[config.mk]
export PLATFORM = sky130hd
export DESIGN_NAME = rtc_bus_regfile
export DESIGN_NICKNAME = d
export VERILOG_FILES = /design/src/rtl/rtc_bus_pkg.sv /design/src/rtl/rtc_txn_fsm.sv /design/src/rtl/rtc_store_ram.sv /design/src/rtl/rtc_ctrl_reg.sv /design/src/rtl/rtc_bus_regfile.sv
export SDC_FILE = /design/constraint.sdc
export NUM_CORES = 1
export LEC_CHECK = 0
export BUFFER_PORTS_ARGS = -buffer_cell sky130_fd_sc_hd__buf_4
export CAP_MARGIN = 5
export CORE_ASPECT_RATIO = 2
export CORE_MARGIN = 1.5
export CORE_UTILIZATION = 55
export DETAILED_ROUTE_END_ITERATION = 8
export GPL_TIMING_DRIVEN = 0
export MAX_ROUTING_LAYER = met4
export PLACE_DENSITY = 0.75
export SYNTH_ARGS = -nofsm -noshare
export SYNTH_HDL_FRONTEND = slang
export SYNTH_SLANG_ARGS = --single-unit
[constraint.sdc]
create_clock -name clk -period 2.7 [get_ports clk]
set_input_delay 0.81 -clock clk [delete_from_list [all_inputs] [get_ports clk]]
set_output_delay 0.81 -clock clk [all_outputs]
set_load 0.03 [all_outputs]
[src/rtl/rtc_bus_pkg.sv]
package rtc_bus_pkg;

  typedef enum logic [2:0] {
    EV_START   = 3'd0,
    EV_RESTART = 3'd1,
    EV_STOP    = 3'd2,
    EV_ADDR    = 3'd3,
    EV_WDATA   = 3'd4,
    EV_RDATA   = 3'd5
  } ev_kind_e;

  typedef enum logic [2:0] {
    ST_IDLE  = 3'd0,
    ST_ADDR  = 3'd1,
    ST_PTR   = 3'd2,
    ST_WRITE = 3'd3,
    ST_READ  = 3'd4
  } txn_state_e;

  // control register field positions
  localparam int CTL_LEVEL_BIT = 7;
  localparam int CTL_SQWE_BIT  = 4;
  localparam int CTL_RATE_LSB  = 0;
  localparam int CTL_RATE_W    = 2;

endpackage

[src/rtl/rtc_txn_fsm.sv]
module rtc_txn_fsm
  import rtc_bus_pkg::*;
#(
  parameter int          ADDR_W   = 6,
  parameter int          BYTE_W   = 8,
  parameter logic [6:0]  DEV_ADDR = 7'h68
) (
  input  logic              clk,
  input  logic              rst,
  input  logic              ev_valid_i,
  input  logic [2:0]        ev_kind_i,
  input  logic [BYTE_W-1:0] ev_byte_i,
  output logic              ack_o,
  output logic              wr_en_o,
  output logic              rd_en_o,
  output logic [ADDR_W-1:0] ptr_o,
  output logic [2:0]        state_o
);

  txn_state_e        state_q;
  logic [ADDR_W-1:0] ptr_q;
  logic              ack_q;
  logic              addr_hit;
  logic              is_wdata;
  logic              is_rdata;

  always_comb begin
    addr_hit = (ev_byte_i[7:1] == DEV_ADDR);
    is_wdata = ev_valid_i && (ev_kind_i == EV_WDATA);
    is_rdata = ev_valid_i && (ev_kind_i == EV_RDATA);
    wr_en_o  = is_wdata && (state_q == ST_WRITE);
    rd_en_o  = is_rdata && (state_q == ST_READ);
  end

  always_ff @(posedge clk) begin
    if (rst) begin
      state_q <= ST_IDLE;
      ptr_q   <= '0;
      ack_q   <= 1'b0;
    end else begin
      ack_q <= 1'b0;
      if (ev_valid_i) begin
        case (ev_kind_e'(ev_kind_i))
          EV_START, EV_RESTART: state_q <= ST_ADDR;
          EV_STOP:              state_q <= ST_IDLE;
          EV_ADDR: begin
            if (state_q == ST_ADDR) begin
              if (addr_hit) begin
                ack_q   <= 1'b1;
                state_q <= ev_byte_i[0] ? ST_READ : ST_PTR;
              end else begin
                state_q <= ST_IDLE;
              end
            end
          end
          EV_WDATA: begin
            if (state_q == ST_PTR) begin
              ptr_q   <= ev_byte_i[ADDR_W-1:0];
              state_q <= ST_WRITE;
            end else if (state_q == ST_WRITE) begin
              ptr_q <= ptr_q + ADDR_W'(1);
            end
          end
          EV_RDATA: begin
            if (state_q == ST_READ) ptr_q <= ptr_q + ADDR_W'(1);
          end
          default: ;
        endcase
      end
    end
  end

  assign ack_o   = ack_q;
  assign ptr_o   = ptr_q;
  assign state_o = state_q;

endmodule

[src/rtl/rtc_store_ram.sv]
module rtc_store_ram #(
  parameter int ADDR_W = 6,
  parameter int DATA_W = 8
) (
  input  logic              clk,
  input  logic              we_i,
  input  logic [ADDR_W-1:0] waddr_i,
  input  logic [DATA_W-1:0] wdata_i,
  input  logic              re_i,
  input  logic [ADDR_W-1:0] raddr_i,
  output logic [DATA_W-1:0] rdata_o
);

  localparam int DEPTH = 1 << ADDR_W;

  logic [DATA_W-1:0] mem [DEPTH];
  logic [DATA_W-1:0] q;

  always_ff @(posedge clk) begin
    if (we_i) mem[waddr_i] <= wdata_i;
  end

  always_ff @(posedge clk) begin
    if (re_i) q <= mem[raddr_i];
  end

  assign rdata_o = q;

endmodule

[src/rtl/rtc_ctrl_reg.sv]
module rtc_ctrl_reg #(
  parameter int               DATA_W    = 8,
  parameter logic [DATA_W-1:0] KEEP_MASK = 8'h93
) (
  input  logic              clk,
  input  logic              rst,
  input  logic              we_i,
  input  logic [DATA_W-1:0] wdata_i,
  output logic [DATA_W-1:0] q_o
);

  logic [DATA_W-1:0] q;

  always_ff @(posedge clk) begin
    if (rst)       q <= '0;
    else if (we_i) q <= wdata_i & KEEP_MASK;
  end

  assign q_o = q;

endmodule

[src/rtl/rtc_bus_regfile.sv]
module rtc_bus_regfile
  import rtc_bus_pkg::*;
#(
  parameter int         ADDR_W   = 6,
  parameter int         BYTE_W   = 8,
  parameter logic [6:0] DEV_ADDR = 7'h68,
  parameter int         CTL_LOC  = 7
) (
  input  logic              clk,
  input  logic              rst,
  input  logic              ev_valid_i,
  input  logic [2:0]        ev_kind_i,
  input  logic [BYTE_W-1:0] ev_byte_i,
  output logic              ack_o,
  output logic              rd_valid_o,
  output logic [BYTE_W-1:0] rd_data_o,
  output logic              out_level_o,
  output logic              sqw_en_o,
  output logic [1:0]        sqw_rate_o
);

  localparam logic [ADDR_W-1:0] CTL_ADDR = ADDR_W'(CTL_LOC);
  localparam logic [BYTE_W-1:0] CTL_KEEP =
      BYTE_W'((1 << CTL_LEVEL_BIT) | (1 << CTL_SQWE_BIT) |
              (((1 << CTL_RATE_W) - 1) << CTL_RATE_LSB));

  logic              wr_en;
  logic              rd_en;
  logic [ADDR_W-1:0] ptr_q;
  logic [2:0]        state_q;
  logic [BYTE_W-1:0] ram_q;
  logic [BYTE_W-1:0] ctl_q;
  logic              at_ctl;
  logic              rd_valid_q;
  logic              sel_ctl_q;

  rtc_txn_fsm #(
    .ADDR_W  (ADDR_W),
    .BYTE_W  (BYTE_W),
    .DEV_ADDR(DEV_ADDR)
  ) u_fsm (
    .clk       (clk),
    .rst       (rst),
    .ev_valid_i(ev_valid_i),
    .ev_kind_i (ev_kind_i),
    .ev_byte_i (ev_byte_i),
    .ack_o     (ack_o),
    .wr_en_o   (wr_en),
    .rd_en_o   (rd_en),
    .ptr_o     (ptr_q),
    .state_o   (state_q)
  );

  assign at_ctl = (ptr_q == CTL_ADDR);

  rtc_store_ram #(
    .ADDR_W(ADDR_W),
    .DATA_W(BYTE_W)
  ) u_ram (
    .clk    (clk),
    .we_i   (wr_en && !at_ctl),
    .waddr_i(ptr_q),
    .wdata_i(ev_byte_i),
    .re_i   (rd_en),
    .raddr_i(ptr_q),
    .rdata_o(ram_q)
  );

  rtc_ctrl_reg #(
    .DATA_W   (BYTE_W),
    .KEEP_MASK(CTL_KEEP)
  ) u_ctl (
    .clk    (clk),
    .rst    (rst),
    .we_i   (wr_en && at_ctl),
    .wdata_i(ev_byte_i),
    .q_o    (ctl_q)
  );

  always_ff @(posedge clk) begin
    if (rst) begin
      rd_valid_q <= 1'b0;
      sel_ctl_q  <= 1'b0;
    end else begin
      rd_valid_q <= rd_en;
      if (rd_en) sel_ctl_q <= at_ctl;
    end
  end

  assign rd_valid_o  = rd_valid_q;
  assign rd_data_o   = sel_ctl_q ? ctl_q : ram_q;
  assign out_level_o = ctl_q[CTL_LEVEL_BIT];
  assign sqw_en_o    = ctl_q[CTL_SQWE_BIT];
  assign sqw_rate_o  = ctl_q[CTL_RATE_LSB +: CTL_RATE_W];

endmodule

== After elaboration in Yosys (flattened, before gate mapping) ==
Memories as Yosys holds them, arrays and structs flattened. A register that Yosys moved wholly into a read port is not among the register bits.
Index checks and enable logic that the tools add are counted.

* Multiplexer cells: 13
* Eq/ne operators: 15
* Add/subtract/negate cells: 1
* Reduce and logical (&&, ||, !) cells: 14
* Bitwise operators: 3

{| class="wikitable"
|+ Operators by type and width
! operator !! count
|-
| $mux 6 || 3
|-
| $eq 3x2->1 const B || 4
|-
| $mux 3 || 4
|-
| $pmux 3 s4 || 1
|-
| $pmux 6 s2 || 1
|-
| $eq 3x3->1 const B || 3
|-
| $mux 8 || 1
|-
| $reduce_and 4->1 || 2
|-
| $eq 7x7->1 const B || 1
|-
| $add 6x1->6 const B || 1
|-
| $eq 3x1->1 const B || 2
|-
| $eq 6x3->1 const B || 1
|-
| $logic_and 1x1->1 || 6
|-
| $ne 2x2->1 const B || 2
|-
| $reduce_bool 4->1 || 1
|-
| $reduce_or 4->1 || 1
|-
| $logic_not 3->1 || 1
|-
| $mux 1 || 3
|-
| $ne 3x3->1 const B || 1
|-
| $not 1->1 || 3
|-
| $ne 2x1->1 const B || 1
|-
| $reduce_bool 2->1 || 1
|-
| $reduce_or 2->1 || 1
|-
| $logic_not 1->1 || 1
|}

* Memories: 1
* Register bits after elaboration: 16
* Bits in writable memories: 512
* Output and inout port bits: 14
* Logic and storage cells: 53

{| class="wikitable"
|+ Memory list
! name !! depth !! bits a word !! read ports !! clocked after memory_dff !! write ports !! line !! source
|-
| u_ram.mem || 64 || 8 || 1 || 1 || 1 || rtc_store_ram.sv:16 || <nowiki>logic [DATA_W-1:0] mem [DEPTH];</nowiki>
|}

== Logic depth before layout (Yosys ltp) ==
Gate-level depths: netlist of run 1.

* Depth in word-level cells: 6
* Depth in mapped cells: 9

== Cells and area by module ==
A second synthesis of run 1 with hierarchy kept.

* Cell total of the unflattened synthesis: 1055
* Area, all modules: 21282.9 um2

{| class="wikitable"
|+ Modules (own cells, without submodules)
! module !! area an instance (um2) !! instances !! seq. area each (um2) !! cells each
|-
| rtc_store_ram || 20246.9 || 1 || 15615.0 || 940
|-
| rtc_txn_fsm || 663.1 || 1 || 200.2 || 79
|-
| rtc_bus_regfile || 198.9 || 1 || 40.0 || 18
|-
| rtc_ctrl_reg || 173.9 || 1 || 80.1 || 18
|}

== Worst setup path before layout of run 1 ==
OpenSTA, ideal clock, no wires.

* Kind: input port to flip-flop
* Start point: in ev_kind_i[1]
* End point: mem u_ram.mem[14][0] (enable)
* Cell stages on the path: 5
* Setup slack: 308 ps
* Arrival time: 2022 ps
* Buffers on the path: 0
* Library setup time: 370 ps
* Cell sequence: nand3b_1 -> nor3_1 -> and3_1 -> nand2_1 -> nor2_1

* Word-level cells in the longest chain between the ends: 6

{| class="wikitable"
|+ Ends and longest elaborated chain
! what !! line !! source
|-
| start: declaration || rtc_bus_regfile.sv:12 || <nowiki>input logic [2:0] ev_kind_i,</nowiki>
|-
| $eq 3x3->1 || rtc_txn_fsm.sv:29 || <nowiki>is_wdata = ev_valid_i && (ev_kind_i == EV_WDATA);</nowiki>
|-
| $logic_and 1x1->1 || rtc_txn_fsm.sv:29 ||
|-
| $logic_and 1x1->1 || rtc_txn_fsm.sv:31 || <nowiki>wr_en_o = is_wdata && (state_q == ST_WRITE);</nowiki>
|-
| $logic_and 1x1->1 || rtc_bus_regfile.sv:61 || <nowiki>.we_i (wr_en && !at_ctl),</nowiki>
|-
| $mux 1 || rtc_store_ram.sv:20 || <nowiki>if (we_i) mem[waddr_i] <= wdata_i;</nowiki>
|-
| $mux 1 (not written as such) || rtc_store_ram.sv:20 ||
|-
| end: declaration || rtc_store_ram.sv:16 ||
|}

No other way between the ends.

==> results of run 1 <==
cell families (layout without fill, tap and decap cells):
kind of cell / after synthesis / after routing
flops: 536 / 536
compound gates: 275 / 275
simple gates: 268 / 268
mux: 109 / 109
buf+inv: 103 / 250
fa+ha+maj: 1 / 1
other cells: 0 / 3
sequential cells by signal (all words and copies together) (netlist names):
name and flops:
u_ram.rdata_o 8, rd_valid_o 1, sel_ctl_q 1, u_fsm.ptr_o 6, u_fsm.ack_o 1, u_fsm.state_o 3
u_ctl.q_o 4, u_ram.mem 512
layout by cell type, fill, tap and decap left out, types with 14 or more instances in the layout:
master	count
a221oi_1	59
clkbuf_1	19
edfxtp_1	520
nor2_4	65
clkbuf_2	14
nand3b_1	18
mux2i_1	40
a21oi_1	42
a22oi_1	48
nor2_1	29
buf_2	19
mux4_2	32
o22ai_1	17
nand2b_1	16
buf_12	25
clkbuf_16	45
nand2_1	47
buf_4	63
mux2_2	29
repair_timing:
item                                    4_1_cts  5_1_grt
endpoints found under the hold margin         0        0
hold buffers                                  0        0
buffers inserted                             41        0
cloned                                        0        0
pin swaps                                    31        3
endpoints found under the setup margin      520      206
gates resized for setup                     253       46
layout make-up:
class                           count  area [um^2]  area share, %
Sequential cell                   536        15940          63.01
Multi-Input combinational cell    653         5799          22.92
Clock buffer                       54         1160          4.584
Buffer                             95        779.5          3.080
Timing Repair Buffer               67        740.7          2.927
Tap cell                          520        650.6          2.571
Clock inverter                     26        191.4         0.7565
Inverter                            8        31.28         0.1236
Antenna cell                        3        7.507        0.02967
routing by layer:
| metal | GRT usage, % | vias up | wire [um] |
|---|---|---|---|
| met4 | 34.50 | 0 | 8481 |
| met3 | 8.075 | 381 | 7728 |
| met2 | 63.55 | 1227 | 36860 |
| li1 | - | 5479 | - |
| met5 | - | - | 0 |
| met1 | 43.55 | 6979 | 23390 |
path summary, 6_finish.rpt:
check / depth (start not counted) / startpoint / slack (ns) / to
setup / recovery: 7 / u_fsm.ptr_o[0] / -0.11 / u_ram.rdata_o[1]
hold / removal: 3 / ev_valid_i / 0.52 / u_fsm.ack_o
setup reg to reg: 7 / u_fsm.ptr_o[0] / -0.11 / u_ram.rdata_o[1]
hold reg to reg: 2 / u_ctl.q_o[4] / 0.54 / u_ctl.q_o[4]
critical path: stages (launching register included):
cell	delay [ns]
dfxtp_4	0.47
buf_6	0.26
buf_6	0.21
buf_4	0.26
buf_4	0.29
o22ai_1	0.16
a222oi_1	0.61
nand4_1	0.23
through the flow:
step / total power, mW / hold slack, ns
final: 15.53 / 0.5220
after global routing: 15.84 / 0.5344
after CTS: 15.51 / 0.5077
after detailed placement: 9.490 / 0.5116
after global placement: 9.482 / 0.5016
after floorplan: 9.323 / 0.4681
power by group through the flow:
stage | sequential (mW) | clock [mW] | combinational [mW]
after detailed placement | 9.29 | 0 | 0.196
after global routing | 9.10 | 6.53 | 0.211
final | 9.11 | 6.21 | 0.207
after CTS | 9.11 | 6.21 | 0.198
after global placement | 9.29 | 0 | 0.188
after floorplan | 9.29 | 0 | 0.0290
==> results_dict.tcl, run 1 <==
set metrics [dict create \
    cp_max_fo 10 \
    hpwl_um 50140 \
    drt_wl_total_um 76460 \
    rsz0062_at_grt "yes" \
    num-fill-cells 2653 \
    via_per_inst 7.169 \
    fmax_mhz 356.4 \
    firstDrtPassIters 6 \
    io_pins 28 \
    die_w_um 142.8 \
    stdcell_count 1962 \
    vias 14066 \
    ys_async_sr_fraction_pct 0 \
    synth_xor_area_share_pct 0 \
    h-tree-depth 2 \
    pwr-share-comb_pct 1.3 \
    start_util_pct 55.61 \
    dpl_worst_slack_ns -1.374 \
    cts_tree "done" \
    dieArea_mm2 0.04036 \
    routedWlPerCell_um 38.97 \
    rows 102 \
    track_usage_pct 40.37 \
    port_buffers 26 \
    synth_area_per_cell_um2 16.64 \
    arrival_ns 3.08 \
    core_area_mm2 0.03867 \
    slew_headroom_pct 20.44 \
    final_area_mm2 0.02530 \
    status "finished, violations left" \
    violations "setup timing" \
    power_frac_seq_pct 58.7 \
    syn_nets 1307 \
    cts_max_path_buffers 3 \
    ys_types 72 \
    min_period_ns 2.806 \
    synth-simple-area-share_pct 6.331 \
    finalSetupViolCount 3 \
    maxSlewViolCount 0 \
    switching_share_pct 20.12 \
    synthAdderAreaFrac_pct 0.05819 \
    power_frac_clock_pct 40.0 \
    overflow 0 \
    path_class "flop to flop" \
    internal_power_mw 12.40 \
    synth_area_leader_cell "edfxtp_1" \
    tightestPinTransition_ns 1.189 \
    synth_top_family_by_area "compound AO/OA/AOI/OAI gates" \
    utilization_pct 65.44 \
    clkTransAtPathRegs_ns 0.07 \
    netlist_area_mm2 0.02150 \
    synthMuxAreaShare_pct 7.343 \
    cp-end-kind "flop" \
    drive_gt1_share_pct 27.94 \
    grt_max_degree 69 \
    crit_path_start_kind "flop" \
    dp_cells 1838 \
    synthFlopType "edfxtp_1" \
    p_sw_mw 3.124 \
    grt_pass1_wl_um 104900 \
    cts_root_buf "clkbuf_16" \
    drc_errors 0 \
    cts_buffers 45 \
    synth-edff-count 520 \
    ys_top_cells_by_area "edfxtp_1, mux4_2, a221oi_1" \
    synthCells 1292 \
    antenna_found_initial 3 \
    final_nets 1421 \
    area_growth_pct 17.68 \
    ir_worst_vdd_mv 0.6097 \
    dpl_cell_area_mm2 0.02235 \
    drv_cap 0 \
    hold_violations 0 \
    drtIter0Drc 2219 \
    ys_seq_area_share_pct 74.11 \
    hold_class "primary input to flop" \
    power-per-cell-area_mw_per_mm2 613.6 \
    die_y_um 282.6 \
    yosys_warnings 0 \
    grt_pass1_vias 13771 \
    cts.sinks 536 \
    insertion_delay_ns 0.57 \
    gp_congestion 1.037 \
    synth_most_common_cell "edfxtp_1" \
    synthTopCellsByCount "edfxtp_1, nor2_1, a221oi_1, nand2_1, a22oi_1" \
    fin_setup_tns_ns -0.1618 \
    antenna_left 0 \
    fin_skew_ns 0.02648 \
    post-route-period-util_pct 103.9 \
    required_ns 2.97 \
    leakage_nw 7.827 \
    synth_compound_area_share_pct 9.601 \
    netlist.area_leader.share_pct 72.62 \
    ys_ff_latch 536 \
    setup_slack_ns -0.1056 \
]
Note: power is estimated with default switching activity, not from simulation.
==> run 2, diff against run 1 <==
--- a/config.mk
+++ b/config.mk
@@ -9,11 +9,11 @@
 export CAP_MARGIN = 5
 export CORE_ASPECT_RATIO = 2
 export CORE_MARGIN = 1.5
-export CORE_UTILIZATION = 55
+export CORE_UTILIZATION = 35
 export DETAILED_ROUTE_END_ITERATION = 8
 export GPL_TIMING_DRIVEN = 0
 export MAX_ROUTING_LAYER = met4
-export PLACE_DENSITY = 0.75
+export PLACE_DENSITY = 0.53
 export SYNTH_ARGS = -nofsm -noshare
 export SYNTH_HDL_FRONTEND = slang
 export SYNTH_SLANG_ARGS = --single-unit
==> constraint.sdc (replaced) <==
create_clock -name clk -period 2.7 [get_ports clk]
set_input_delay 0.81 -clock clk [delete_from_list [all_inputs] [get_ports clk]]
set_output_delay 0.81 -clock clk [all_outputs]
set_load 0.1 [all_outputs]
==> run 2 against run 1 <==
  * The run still ends with setup timing left
  * Routed wire length up 6.7%
  * Flip-flop and latch count unchanged
  * Clock-buffer cell count up 8
  * Setup slack better by 0.048 ns
  * Critical path depth down 1
  * Die area up 56%
  * Final area up 1.9%
  * Sequential power about the same
  * Final cell count up 14%
  * Power up 0.73%
  * Critical path type unchanged
  * Critical endpoint is now u_ram.rdata_o[2]
==> results_dict.tcl, run 2 (synthesis gave the netlist of run 1 again) <==
set metrics [dict create \
    tightestPinTransition_ns 0.9055 \
    cts_max_path_buffers 3 \
    path_class "flop to flop" \
    routedWlPerCell_um 36.56 \
    ir_worst_vdd_mv 0.3977 \
    status "finished, violations left" \
    dp_cells 2098 \
    slew_headroom_pct 39.63 \
    min-delay-start "u_fsm.state_o[2]" \
    hold_violations 0 \
    grt_pass1_vias 13791 \
    drt_wl_total_um 81560 \
    grt_pass1_wl_um 110900 \
    min_period_ns 2.757 \
    min_delay_path_depth 2 \
    whs_endpoint "u_fsm.state_o[2]" \
    fin_setup_tns_ns -0.1846 \
    violations "setup timing" \
    fmax_mhz 362.7 \
    cts_root_buf "clkbuf_16" \
    dieArea_mm2 0.06302 \
    reg2regPathDepth 6 \
    final_cell_mix "edfxtp_1, buf_4, nor2_4" \
    stdcell_count 2231 \
    final_common_cell "edfxtp_1" \
    grt_max_degree 69 \
    finalPower_mw 15.64 \
    seqCellArea_mm2 0.01594 \
    power-per-cell-area_mw_per_mm2 606.7 \
    hold_buffers 0 \
    die_w_um 178.3 \
    vias 13462 \
    antenna_left 0 \
    crit_path_start_kind "flop" \
    rows 128 \
    num-fill-cells 5447 \
    arrival_ns 3.03 \
    drtIter0Drc 1423 \
    cp-end-kind "flop" \
    setup_slack_ns -0.05718 \
    finalSetupViolCount 4 \
    overflow 0 \
    largest_register_ffs 512 \
    hpwl_um 55370 \
    clkTransAtPathRegs_ns 0.07 \
    core_area_mm2 0.06086 \
    hold_class "flop to flop" \
    required_ns 2.98 \
    fin_skew_ns 0.02577 \
    multiInputGateArea_mm2 0.005808 \
    post-route-period-util_pct 102.1 \
    cp_max_fo 10 \
    r2r_setup_slack_ns -0.06 \
    drive_gt1_share_pct 28.69 \
    die_y_um 353.5 \
    regMostFlops "u_ram.mem" \
    dpl_worst_slack_ns -1.601 \
    via_per_inst 6.034 \
    area_growth_pct 19.90 \
    timing.rr.start "u_fsm.ptr_o[0]" \
    cts_buffers 45 \
    final_nets 1433 \
    cts_tree "done" \
    firstDrtPassIters 5 \
    maxSlewViolCount 0 \
    leakage_nw 7.902 \
    io_pins 28 \
    r2r_end "u_ram.rdata_o[2]" \
    port_buffers 26 \
    gp_congestion 1.007 \
    cts.sinks 536 \
    track_usage_pct 26.97 \
    start_util_pct 35.33 \
    insertion_delay_ns 0.59 \
    drc_errors 0 \
    hold_ws_ns 0.5230 \
    rsz0062_at_grt "yes" \
    drv_cap 0 \
    antenna_found_initial 1 \
    h-tree-depth 2 \
]
-- run 2: cell types whose count changed in the layout (fill, tap and decap cells not counted), sizes merged --
cell           change
clkdlybuf4s15      -2
buf               +16
inv                -1
diode              -2
clkinv             -7
clkdlybuf4s18      +1
clkbuf             +5
bufinv             -1
-- run 2: how the worst max path moves through the flow --
stage / start / to / slack [ns]
2_1_floorplan: sel_ctl_q / rd_data_o[2] / 0.07
3_3_place_gp: u_fsm.ptr_o[1] / u_ram.mem[31][6] / -1.62
3_5_place_dp: u_fsm.ptr_o[1] / u_ram.mem[11][1] / -1.60
4_1_cts: u_fsm.ptr_o[0] / u_ram.rdata_o[1] / 0.001
5_1_grt: u_fsm.ptr_o[2] / u_ram.rdata_o[2] / -0.004
6_report: u_fsm.ptr_o[0] / u_ram.rdata_o[2] / -0.06
-- run 2: repair_timing --
item	in CTS	in global routing
setup buffers	52	3
pin swaps	39	5
setup endpoints to repair	524	219
resized for setup	281	29
-- run 2: metal layers --
| metal | track usage, % | up-vias | wire [um] |
|---|---|---|---|
| li1 | - | 5498 | - |
| met1 | 26.43 | 6968 | 26310 |
| met2 | 46.16 | 695 | 42020 |
| met3 | 4.338 | 301 | 4834 |
| met4 | 22.23 | 0 | 8395 |
| met5 | - | - | 0 |
-- run 2: where the power goes --
group / switching, mW / internal, mW / total, mW
Sequential: 0.00245 / 9.11 / 9.11
Combinational: 0.180 / 0.0276 / 0.208
Clock: 3.03 / 3.30 / 6.33
-- run 2: layout make-up --
type                            instances  area share (%)
Inverter                                8          0.1213
Buffer                                 93           3.067
Timing Repair Buffer                   81           3.426
Multi-Input combinational cell        653           22.53
Antenna cell                            1        0.009706
Clock buffer                           62           4.780
Tap cell                              780           3.785
Clock inverter                         17          0.4465
Sequential cell                       536           61.84
-- run 2: worst max-delay path: stages, from the launching register on --
cell and delay [ns]:
dfxtp_4 0.40, buf_12 0.18, nor2_2 0.37, clkbuf_2 0.55, a21oi_1 0.26, a211oi_4 0.46, nand4_1 0.22
-- run 2: stage by stage --
stage / cell area (um^2) / utilization, %
2_1_floorplan: 21500 / -
3_3_place_gp: 22670 / 37.26
3_5_place_dp: 22670 / 37.26
4_1_cts: 25640 / 42.13
5_1_grt: 25780 / 42.36
6_report: 25780 / 42.36
